==> src/rtl/dmairq_pkg.sv <==
package dmairq_pkg;

    // Word layout; the positions are decoded by software and the CPU side.
    localparam int REG_W      = 32;
    localparam int CH_LIMIT   = 7;
    localparam int BYTE_W     = 8;
    localparam int CFG_W      = 24;
    localparam int CFG_BYTES  = CFG_W / BYTE_W;
    localparam int EN_LSB     = 16;
    localparam int MEN_BIT    = 23;
    localparam int FLAG_LSB   = 24;
    localparam int FLAG_LANE  = FLAG_LSB / BYTE_W;
    localparam int MFLAG_BIT  = 31;
    localparam int LANES      = REG_W / BYTE_W;

    // Master interrupt flag as a two-state machine.
    typedef enum logic {
        ST_QUIET  = 1'b0,
        ST_RAISED = 1'b1
    } mflag_state_e;

endpackage

==> src/rtl/dmairq_cfg_reg.sv <==
module dmairq_cfg_reg
    import dmairq_pkg::*;
#(
    parameter int WIDTH = CFG_W
) (
    input  logic                      clk,
    input  logic                      rst_n,
    input  logic                      wr_en,
    input  logic [WIDTH/BYTE_W-1:0]   wr_be,
    input  logic [WIDTH-1:0]          wr_data,
    output logic [WIDTH-1:0]          cfg_q,
    output logic [WIDTH-1:0]          cfg_next
);

    localparam int NB = WIDTH / BYTE_W;

    // Per-lane replacement, the value seen by this cycle's evaluation.
    for (genvar b = 0; b < NB; b++) begin : g_lane
        always_comb begin
            if (wr_en && wr_be[b]) begin
                cfg_next[b*BYTE_W +: BYTE_W] = wr_data[b*BYTE_W +: BYTE_W];
            end else begin
                cfg_next[b*BYTE_W +: BYTE_W] = cfg_q[b*BYTE_W +: BYTE_W];
            end
        end
    end

    always_ff @(posedge clk or negedge rst_n) begin
        if (!rst_n) begin
            cfg_q <= '0;
        end else begin
            cfg_q <= cfg_next;
        end
    end

    AST_CFG_HOLD: assert property (@(posedge clk) disable iff (!rst_n)
        !wr_en |=> $stable(cfg_q));

endmodule

==> src/rtl/dmairq_flag_bank.sv <==
module dmairq_flag_bank
    import dmairq_pkg::*;
#(
    parameter int NUM_CH = CH_LIMIT
) (
    input  logic              clk,
    input  logic              rst_n,
    input  logic              clr_en,
    input  logic [NUM_CH-1:0] clr_mask,
    input  logic [NUM_CH-1:0] done_i,
    input  logic [NUM_CH-1:0] en_q,
    input  logic [NUM_CH-1:0] en_next,
    input  logic              men_next,
    output logic [NUM_CH-1:0] flags_q,
    output logic              post_wr_zero,
    output logic              hit
);

    logic [NUM_CH-1:0] clr_bits;
    logic [NUM_CH-1:0] post_wr;
    logic [NUM_CH-1:0] with_done;
    logic [NUM_CH-1:0] flags_next;
    logic              event_seen;

    // Write first: clear-on-one within the flag lane.
    always_comb begin
        clr_bits     = clr_en ? clr_mask : '0;
        post_wr      = flags_q & ~clr_bits;
        post_wr_zero = (post_wr == '0);
    end

    // Completion second: set, evaluate, then drop the unenabled flags.
    always_comb begin
        with_done  = post_wr | done_i;
        event_seen = |done_i;
        hit        = event_seen && men_next && (|(with_done & en_next));
        flags_next = event_seen ? (with_done & en_next) : post_wr;
    end

    always_ff @(posedge clk or negedge rst_n) begin
        if (!rst_n) begin
            flags_q <= '0;
        end else begin
            flags_q <= flags_next;
        end
    end

    AST_DROP_UNENABLED: assert property (@(posedge clk) disable iff (!rst_n)
        (|done_i) |=> ((flags_q & ~en_q) == '0));

    AST_LATCH_ENABLED: assert property (@(posedge clk) disable iff (!rst_n)
        (|done_i) |=> ((flags_q & $past(done_i & en_next)) == $past(done_i & en_next)));

    AST_FLAGS_QUIET: assert property (@(posedge clk) disable iff (!rst_n)
        (!clr_en && !(|done_i)) |=> (flags_q == $past(flags_q)));

endmodule

==> src/rtl/dmairq_master_fsm.sv <==
module dmairq_master_fsm
    import dmairq_pkg::*;
(
    input  logic clk,
    input  logic rst_n,
    input  logic wr_en,
    input  logic post_wr_zero,
    input  logic hit,
    output logic mflag_q,
    output logic irq_pulse
);

    mflag_state_e state_q;
    mflag_state_e state_d;

    // Next state: DRAIN by the write, then RAISE by the completion.
    always_comb begin
        state_d = state_q;
        unique case (state_q)
            ST_QUIET: begin
                if (hit) begin
                    state_d = ST_RAISED;                     // RAISE
                end
            end
            ST_RAISED: begin
                if (wr_en && post_wr_zero && !hit) begin
                    state_d = ST_QUIET;                      // DRAIN
                end
            end
            default: state_d = ST_QUIET;
        endcase
    end

    // State register.
    always_ff @(posedge clk or negedge rst_n) begin
        if (!rst_n) begin
            state_q <= ST_QUIET;
        end else begin
            state_q <= state_d;
        end
    end

    // Output register: one pulse on the visible rise of the master flag.
    always_ff @(posedge clk or negedge rst_n) begin
        if (!rst_n) begin
            irq_pulse <= 1'b0;
        end else begin
            irq_pulse <= (state_q == ST_QUIET) && (state_d == ST_RAISED);
        end
    end

    assign mflag_q = (state_q == ST_RAISED);

    AST_IRQ_SINGLE: assert property (@(posedge clk) disable iff (!rst_n)
        irq_pulse |=> !irq_pulse);

    AST_IRQ_AT_RISE: assert property (@(posedge clk) disable iff (!rst_n)
        irq_pulse |-> (state_q == ST_RAISED && $past(state_q) == ST_QUIET));

    AST_NO_WRITE_RAISE: assert property (@(posedge clk) disable iff (!rst_n)
        (state_q == ST_QUIET && !hit) |=> (state_q == ST_QUIET));

    AST_DRAIN_ON_EMPTY: assert property (@(posedge clk) disable iff (!rst_n)
        (wr_en && post_wr_zero && !hit) |=> (state_q == ST_QUIET));

endmodule

==> src/rtl/dma_irq_status.sv <==
module dma_irq_status
    import dmairq_pkg::*;
#(
    parameter int NUM_CH = CH_LIMIT
) (
    input  logic              clk,
    input  logic              rst_n,
    input  logic [NUM_CH-1:0] done_i,
    input  logic              wr_en,
    input  logic [LANES-1:0]  wr_be,
    input  logic [REG_W-1:0]  wr_data,
    output logic [REG_W-1:0]  rd_data,
    output logic              irq_pulse
);

    localparam int FLAG_TOP = FLAG_LSB + NUM_CH;

    logic [CFG_W-1:0]  cfg_q;
    logic [CFG_W-1:0]  cfg_next;
    logic [NUM_CH-1:0] flags_q;
    logic              post_wr_zero;
    logic              hit;
    logic              mflag_q;
    logic              unused_wr_top;

    // Bits above the flag field carry no write meaning.
    assign unused_wr_top = ^wr_data[REG_W-1:FLAG_TOP];

    dmairq_cfg_reg #(
        .WIDTH   (CFG_W)
    ) u_cfg (
        .clk     (clk),
        .rst_n   (rst_n),
        .wr_en   (wr_en),
        .wr_be   (wr_be[CFG_BYTES-1:0]),
        .wr_data (wr_data[CFG_W-1:0]),
        .cfg_q   (cfg_q),
        .cfg_next(cfg_next)
    );

    dmairq_flag_bank #(
        .NUM_CH      (NUM_CH)
    ) u_flags (
        .clk         (clk),
        .rst_n       (rst_n),
        .clr_en      (wr_en && wr_be[FLAG_LANE]),
        .clr_mask    (wr_data[FLAG_LSB +: NUM_CH]),
        .done_i      (done_i),
        .en_q        (cfg_q[EN_LSB +: NUM_CH]),
        .en_next     (cfg_next[EN_LSB +: NUM_CH]),
        .men_next    (cfg_next[MEN_BIT]),
        .flags_q     (flags_q),
        .post_wr_zero(post_wr_zero),
        .hit         (hit)
    );

    dmairq_master_fsm u_master (
        .clk         (clk),
        .rst_n       (rst_n),
        .wr_en       (wr_en),
        .post_wr_zero(post_wr_zero),
        .hit         (hit),
        .mflag_q     (mflag_q),
        .irq_pulse   (irq_pulse)
    );

    always_comb begin
        rd_data                      = '0;
        rd_data[CFG_W-1:0]           = cfg_q;
        rd_data[FLAG_LSB +: NUM_CH]  = flags_q;
        rd_data[MFLAG_BIT]           = mflag_q;
    end

    AST_MFLAG_NEEDS_MEN: assert property (@(posedge clk) disable iff (!rst_n)
        $rose(rd_data[MFLAG_BIT]) |-> rd_data[MEN_BIT]);

endmodule

==> config.mk <==
export PLATFORM = sky130hd
export DESIGN_NAME = dma_irq_status
export DESIGN_NICKNAME = d
export VERILOG_FILES = /design/src/rtl/dmairq_pkg.sv /design/src/rtl/dmairq_cfg_reg.sv /design/src/rtl/dmairq_flag_bank.sv /design/src/rtl/dmairq_master_fsm.sv /design/src/rtl/dma_irq_status.sv
export SDC_FILE = /design/constraint.sdc
export NUM_CORES = 1
export LEC_CHECK = 0
export ABC_AREA = 1
export CAP_MARGIN = 20
export CORE_MARGIN = 10
export CORE_UTILIZATION = 61
export CTS_BUF_LIST = sky130_fd_sc_hd__clkbuf_16
export DETAILED_ROUTE_END_ITERATION = 8
export DONT_BUFFER_PORTS = 1
export PLACE_DENSITY = 0.83
export SLEW_MARGIN = 20
export SYNTH_ARGS = -nofsm -noshare
export SYNTH_HDL_FRONTEND = slang
export SYNTH_SLANG_ARGS = --single-unit
==> constraint.sdc <==
create_clock -name clk -period 2.9 [get_ports clk]
set_input_delay 0.435 -clock clk [delete_from_list [all_inputs] [get_ports clk]]
set_output_delay 0.435 -clock clk [all_outputs]
set_load 0.01 [all_outputs]
==> impl_metrics.toml, run 1 <==
[cts]
cts_tree = "built"
cts_buffers = 5
numClockSinks = 33
root_buffer = "clkbuf_16"
clk_pin_slew_ps = 50
clockBufferDepth = 2
clkLatencyLatePin_ps = 270
cts_max_level = 2
postCtsSetupBuffers = 0

[logic_synthesis]
postSynthAreaPerCell_sq_um = 10.4
synth-seq-cells = 33
yosysSeqAreaShare = 0.540
syn_nets = 193
syn_area_sq_um = 1530
ys_types = 18
netlist_instances = 147
ys_warn_count = 0

[pwr]
power_leakage_uw = 0.000790
p_sw_uw = 328
power.density_nw_per_um2 = 729
p_comb_frac = 0.109
p_sw_frac = 0.267
peakVddDrop_mv = 0.636
seqPwrFrac = 0.491
p_int_uw = 898
clkPwrFrac = 0.400
power_uw = 1230

[worst_setup_path]
cp-startpoint = "done_i[6]"
r2r_end = "u_master.mflag_q"
endpoint_kind = "register"
cp-start-kind = "input pin"
crit_type = "in -> reg"
cp_num_buf_inv = 1
crit_top_cell = "nand3_1"
r2r_slack_ps = 1720
crit_required_ps = 3080
crit_fanout = 15
worstPathCellList = "inv_1 > nand3_1 > nor2_1 > nand3_1 > o21ai_0"
arrival_ps = 1570
reg2reg_depth = 8
worst_path_max_delay_cell = "nor2_1"
worstReg2RegStart = "u_flags.flags_q[3]"
max_stage_delay_ps = 640
crit_family = "simple AND/OR/NAND/NOR gates"

[cells_and_area]
final_util = 0.692
syn_to_final_growth_pct = 9.98
mostFrequentLayoutCell = "dfrtp_1"
n_antenna_cell = 0
fillers = 189
nets = 197
drive_gt1_frac = 0.289
layout_common_cells = "dfrtp_1, nand2_1, mux2_2"

[run]
maxCapViolations = 0

[worst_hold_path]
holdPathEnd = "u_cfg.cfg_q[17]"
hold_class = "in -> reg"
min_from = "wr_data[17]"
whs_path_depth = 2

[route]
routed_wl_microns = 3760
viasPerCell = 5.88
route.detailed.drc = 0
vias = 1071
detail-route-antenna-nets = 0
drtPass1Iterations = 4
initialDrtViolationCount = 86
wl_per_cell_microns = 20.7

[sta]
setup_viol = 0
clock_skew_ps = 4.14
finalCriticalPeriod_ps = 1390
fmax_mhz = 719
hold_viol = 0
rsz0062_at_grt = "no"
tns_ps = 0
period_share = 0.480
slew_viol_final = 0
max_slew_margin = 0.456
tightest_slew_ps = 812

[grt]
antenna_found_initial = 0
grt_max_degree = 34
grt_overflow_total = 0
grt_pass1_wl_microns = 5900
grt_pass1_vias = 1187
grt_use_total = 0.150

[floorplan]
design.core.area_sq_um = 2430
initial_utilization = 0.629
row_count = 18
fp.dieH_microns = 70.1
die-area_sq_um = 4910
die_x_microns = 70.1
io_pins = 79

[place]
hpwl_microns = 3030
finalWeightedCongestion = 0.862
numPortBuffers = 0

[run_status]
status = "finished clean"
[cells by family (layout without fill, tap and decap cells)]
family,Yosys count,count (layout),share of synthesized area
and+or+nand+nor,71,71,0.240
DFF,33,33,0.540
muxes,16,16,0.118
buffers and inverters,16,21,0.0646
AOI/OAI and AO/OA,11,11,0.0384
[timing repair]
action,in CTS,in global routing
hold endpoints to repair,33,0
gates resized for setup,0,0
hold buffers,2,0
[stage by stage]
stage | hold slack, ps | setup slack (ps) | instances | instance area, sq um
after CTS | 295 | 1530 | 182 | 1680
final | 298 | 1510 | 182 | 1680
after global routing | 301 | 1370 | 182 | 1680
after global placement | 140 | 1310 | 172 | 1510
after floorplan | 139 | 1620 | 147 | 1530
after detailed placement | 140 | 1270 | 172 | 1510
[synth_stat cells]
cell / n / area (sq um)
dfrtp_1: 33 / 826
nand2_1: 32 / 120
mux2_2: 16 / 180
nand3_1: 13 / 65.1
inv_1: 11 / 41.3
nand2_2: 9 / 56.3
o21ai_0: 8 / 40.0
nand3_2: 7 / 70.1
nor2_1: 5 / 18.8
nand4_1: 3 / 18.8
buf_4: 2 / 15.0
buf_6: 2 / 22.5
a21oi_1: 1 / 5.00
a21oi_2: 1 / 8.76
buf_12: 1 / 20.0
nand2_4: 1 / 11.3
nor2_2: 1 / 6.26
o21ai_1: 1 / 5.00
[per-layer routing]
metal | share of wire | vias up | GRT usage
met1 | 0.35 | 514 | 0.140
met4 | 0.015 | 0 | 0.0504
met3 | 0.13 | 8 | 0.102
met2 | 0.51 | 55 | 0.255
li1 | - | 494 | -
met5 | 0 | - | 0
[state kept, by name (all words and copies together) (netlist names)]
register / count
u_cfg.cfg_q: 24
u_flags.flags_q: 7
u_master.irq_pulse: 1
u_master.mflag_q: 1
[layout make-up]
cell class	instances	area (sq um)	area share
clock inverter	3	17.5	0.0104
sequential	33	826	0.491
clock buffer	5	125	0.0743
inverter	11	41.3	0.0245
timing repair buffer	2	30.0	0.0178
tap	30	37.5	0.0223
multi-input combinational	98	606	0.360
[power by group through the flow]
stage | logic, uW | registers [uW] | clock network (uW)
global route | 152 | 611 | 523
detailed placement | 121 | 612 | 0
global placement | 114 | 609 | 0
floorplan | 117 | 591 | 0
CTS | 135 | 605 | 504
finish | 133 | 602 | 491
[worst max-delay path by stage]
stage | endpoint | depth (start not counted)
5_1_grt | u_master.mflag_q | 6
2_1_floorplan | u_cfg.cfg_q[0] | 4
3_5_place_dp | u_master.mflag_q | 6
4_1_cts | u_flags.flags_q[4] | 5
3_3_place_gp | u_master.mflag_q | 6
6_report | u_flags.flags_q[4] | 5
(Power assumes the default switching activity.)
==> run 2, diff against run 1 <==
Settings changed: ABC_AREA 1 to 0, CORE_UTILIZATION 61 to 55, PLACE_DENSITY 0.83 to 0.79.
Clock period 2.9 ns to 1.2 ns, I/O delays scaled along.
==> run 2 against run 1 <==
Effect of this change:
- the flow now finishes with violations (setup timing)
- largest power group unchanged
- global-route usage increased by 0.30 points
- count of clock-buffer cells in the layout unchanged
- critical path type is now reg -> reg
- largest cell class unchanged
- register-to-register slack lost 1800 ps
==> impl_metrics.toml, run 2 <==
[sta]
setup_slack_ps = -113
max_slew_margin = 0.739
tightest_slew_ps = 388
period_share = 1.09
rsz0062_at_grt = "yes"
clock_skew_ps = 1.91
slew_viol_final = 0
tns_ps = -142
hold_viol = 0
finalCriticalPeriod_ps = 1310
setup_viol = 2
fmax_mhz = 762

[route]
detail-route-antenna-nets = 0
wl_per_cell_microns = 22.7
route.detailed.drc = 0
viasPerCell = 6.14
vias = 1080
drtPass1Iterations = 4
initialDrtViolationCount = 88
routed_wl_microns = 3990

[worst_setup_path]
worstSetupEndpoint = "u_master.mflag_q"
crit_family = "compound AO/OA/AOI/OAI gates"
cp-startpoint = "u_flags.flags_q[5]"
arrival_ps = 1460
cp-start-kind = "register"
max_stage_delay_ps = 400
worstReg2RegStart = "u_flags.flags_q[5]"
r2r_slack_ps = -110
r2r_end = "u_master.mflag_q"
worstPathCellList = "a222oi_1 > o2111ai_1 > o31ai_1 > nand2_1"
crit_fanout = 3
endpoint_kind = "register"
crit_required_ps = 1350
worst_path_max_delay_cell = "dfrtp_1"
path_depth = 4
cp_num_buf_inv = 0
crit_type = "reg -> reg"
reg2reg_depth = 4

[grt]
grt_pass1_vias = 1159
antenna_found_initial = 0
grt_use_total = 0.153
grt_max_degree = 34
grt_overflow_total = 0
grt_pass1_wl_microns = 6230

[cells_and_area]
mostFrequentLayoutCell = "dfrtp_1"
top_regs = "u_cfg.cfg_q: 24 flops, u_flags.flags_q: 7 flops"
fin_cells = 176
seqCellArea_sq_um = 826
layout_common_cells = "dfrtp_1, mux2_2, buf_4"
drive_gt1_frac = 0.397
n_antenna_cell = 0
fillers = 177
nets = 192
syn_to_final_growth_pct = 23.7
largest-register = "u_cfg.cfg_q"
multiInputGateArea_sq_um = 617
largest_register_ffs = 24

[logic_synthesis]
netlist_instances = 119
synth_edf_count = 0
synth.most_common_cell = "dfrtp_1"
netlist.area_leader.share = 0.556
syn_nets = 165
synth-seq-cells = 33
synth_ff_type = "dfrtp_1"
syn_area_sq_um = 1490
async_flop_share = 1.00
ys_warn_count = 0
synth_area_leader_cell = "dfrtp_1"
ys_types = 32
postSynthAreaPerCell_sq_um = 12.5
ys_top_cells_by_area = "dfrtp_1, mux2_2, a21boi_0, inv_1, nand2_1"
yosys-top-cells-count = "dfrtp_1, mux2_2, inv_1, nand2_1"
yosysSeqAreaShare = 0.556

[floorplan]
design.core.area_sq_um = 2520
die-area_sq_um = 5180
io_pins = 79
row_count = 18
die_x_microns = 72.0
fp.dieH_microns = 72.0
initial_utilization = 0.589

[cts]
root_buffer = "clkbuf_16"
cts_tree = "built"
numClockSinks = 33
clk_pin_slew_ps = 50
clockBufferDepth = 2
cts_max_level = 2
clkLatencyLatePin_ps = 270
cts_buffers = 5

[run_status]
violations = "setup timing"
status = "complete, but fails checks"

[worst_hold_path]
min_from = "wr_data[6]"
hold_class = "in -> reg"

[run]
maxCapViolations = 0

[place]
hpwl_microns = 3120
post-place-cells = 165
numPortBuffers = 0
finalWeightedCongestion = 0.917

[pwr]
power.density_nw_per_um2 = 1700
power_leakage_uw = 0.000869
peakVddDrop_mv = 1.85
[run 2: cell count changes in the layout (fill, tap and decap cells not counted), moves of 3 or more]
cell	change
nand2_2	-9
o21ai_0	-8
buf_4	+21
nand2_1	-23
a21boi_0	+4
mux2_2	+5
mux2i_1	+3
a21o_1	+3
nand3_1	-8
nand3_2	-6
[run 2: worst min-delay path by stage]
stage | slack [ps] | to | depth (start not counted)
3_3_place_gp | -110 | u_cfg.cfg_q[17] | 0
3_5_place_dp | -110 | u_cfg.cfg_q[17] | 0
5_1_grt | 50 | u_cfg.cfg_q[9] | 1
6_report | 60 | u_cfg.cfg_q[6] | 1
4_1_cts | 60 | u_cfg.cfg_q[9] | 1
2_1_floorplan | -120 | u_cfg.cfg_q[0] | 0
[run 2: cell families after synthesis]
group,Yosys count,synth area share
muxes,24,0.179
buffers and inverters,13,0.0412
DFF,33,0.556
AOI/OAI and AO/OA,22,0.127
and+or+nand+nor,27,0.0968
[run 2: worst register-to-register path: stages, from the launching register on]
cell and delay (ps):
dfrtp_1 400, a222oi_1 350, o2111ai_1 160, o31ai_1 210, nand2_1 70
[run 2: what timing repair did]
action                                  4_1_cts  5_1_grt
pin swaps                                     2        3
endpoints found under the hold margin        33        0
buffers inserted                              2        0
hold buffers                                  2        0
resized for setup                             1        3
endpoints found under the setup margin        2        2
[run 2: power breakdown]
| part | internal (uW) | switching, uW | total [uW] |
|---|---|---|---|
| Clock | 739 | 397 | 1140 |
| Combinational | 313 | 247 | 559 |
| Sequential | 1280 | 162 | 1440 |
[run 2: layout make-up]
type                    instances  area share
clock inverters                 2     0.00408
flip-flops and latches         33       0.449
well taps                      30      0.0204
repair buffers                 23       0.102
inverters                      10      0.0204
clock buffers                   5      0.0681
multi-input cells              73       0.336
[run 2: metrics by stage]
step	hold slack (ps)	utilization	instance area, sq um	worst slack (ps)	total power (uW)
4_1_cts	60.2	0.722	1820	-109	3150
5_1_grt	48.7	0.729	1840	-158	3290
3_5_place_dp	-114	0.651	1640	-135	1960
6_report	63.0	0.729	1840	-113	3130
3_3_place_gp	-114	0.651	1640	-64.4	1930
2_1_floorplan	-116	-	1490	-46.3	1750
[run 2: metal layers]
metal  share of wire  GRT usage  wire length [microns]
met1            0.33      0.150                   1310
met2            0.50      0.252                   1980
met3            0.15      0.102                    615
met4           0.020     0.0559                     80
met5               0          0                      0
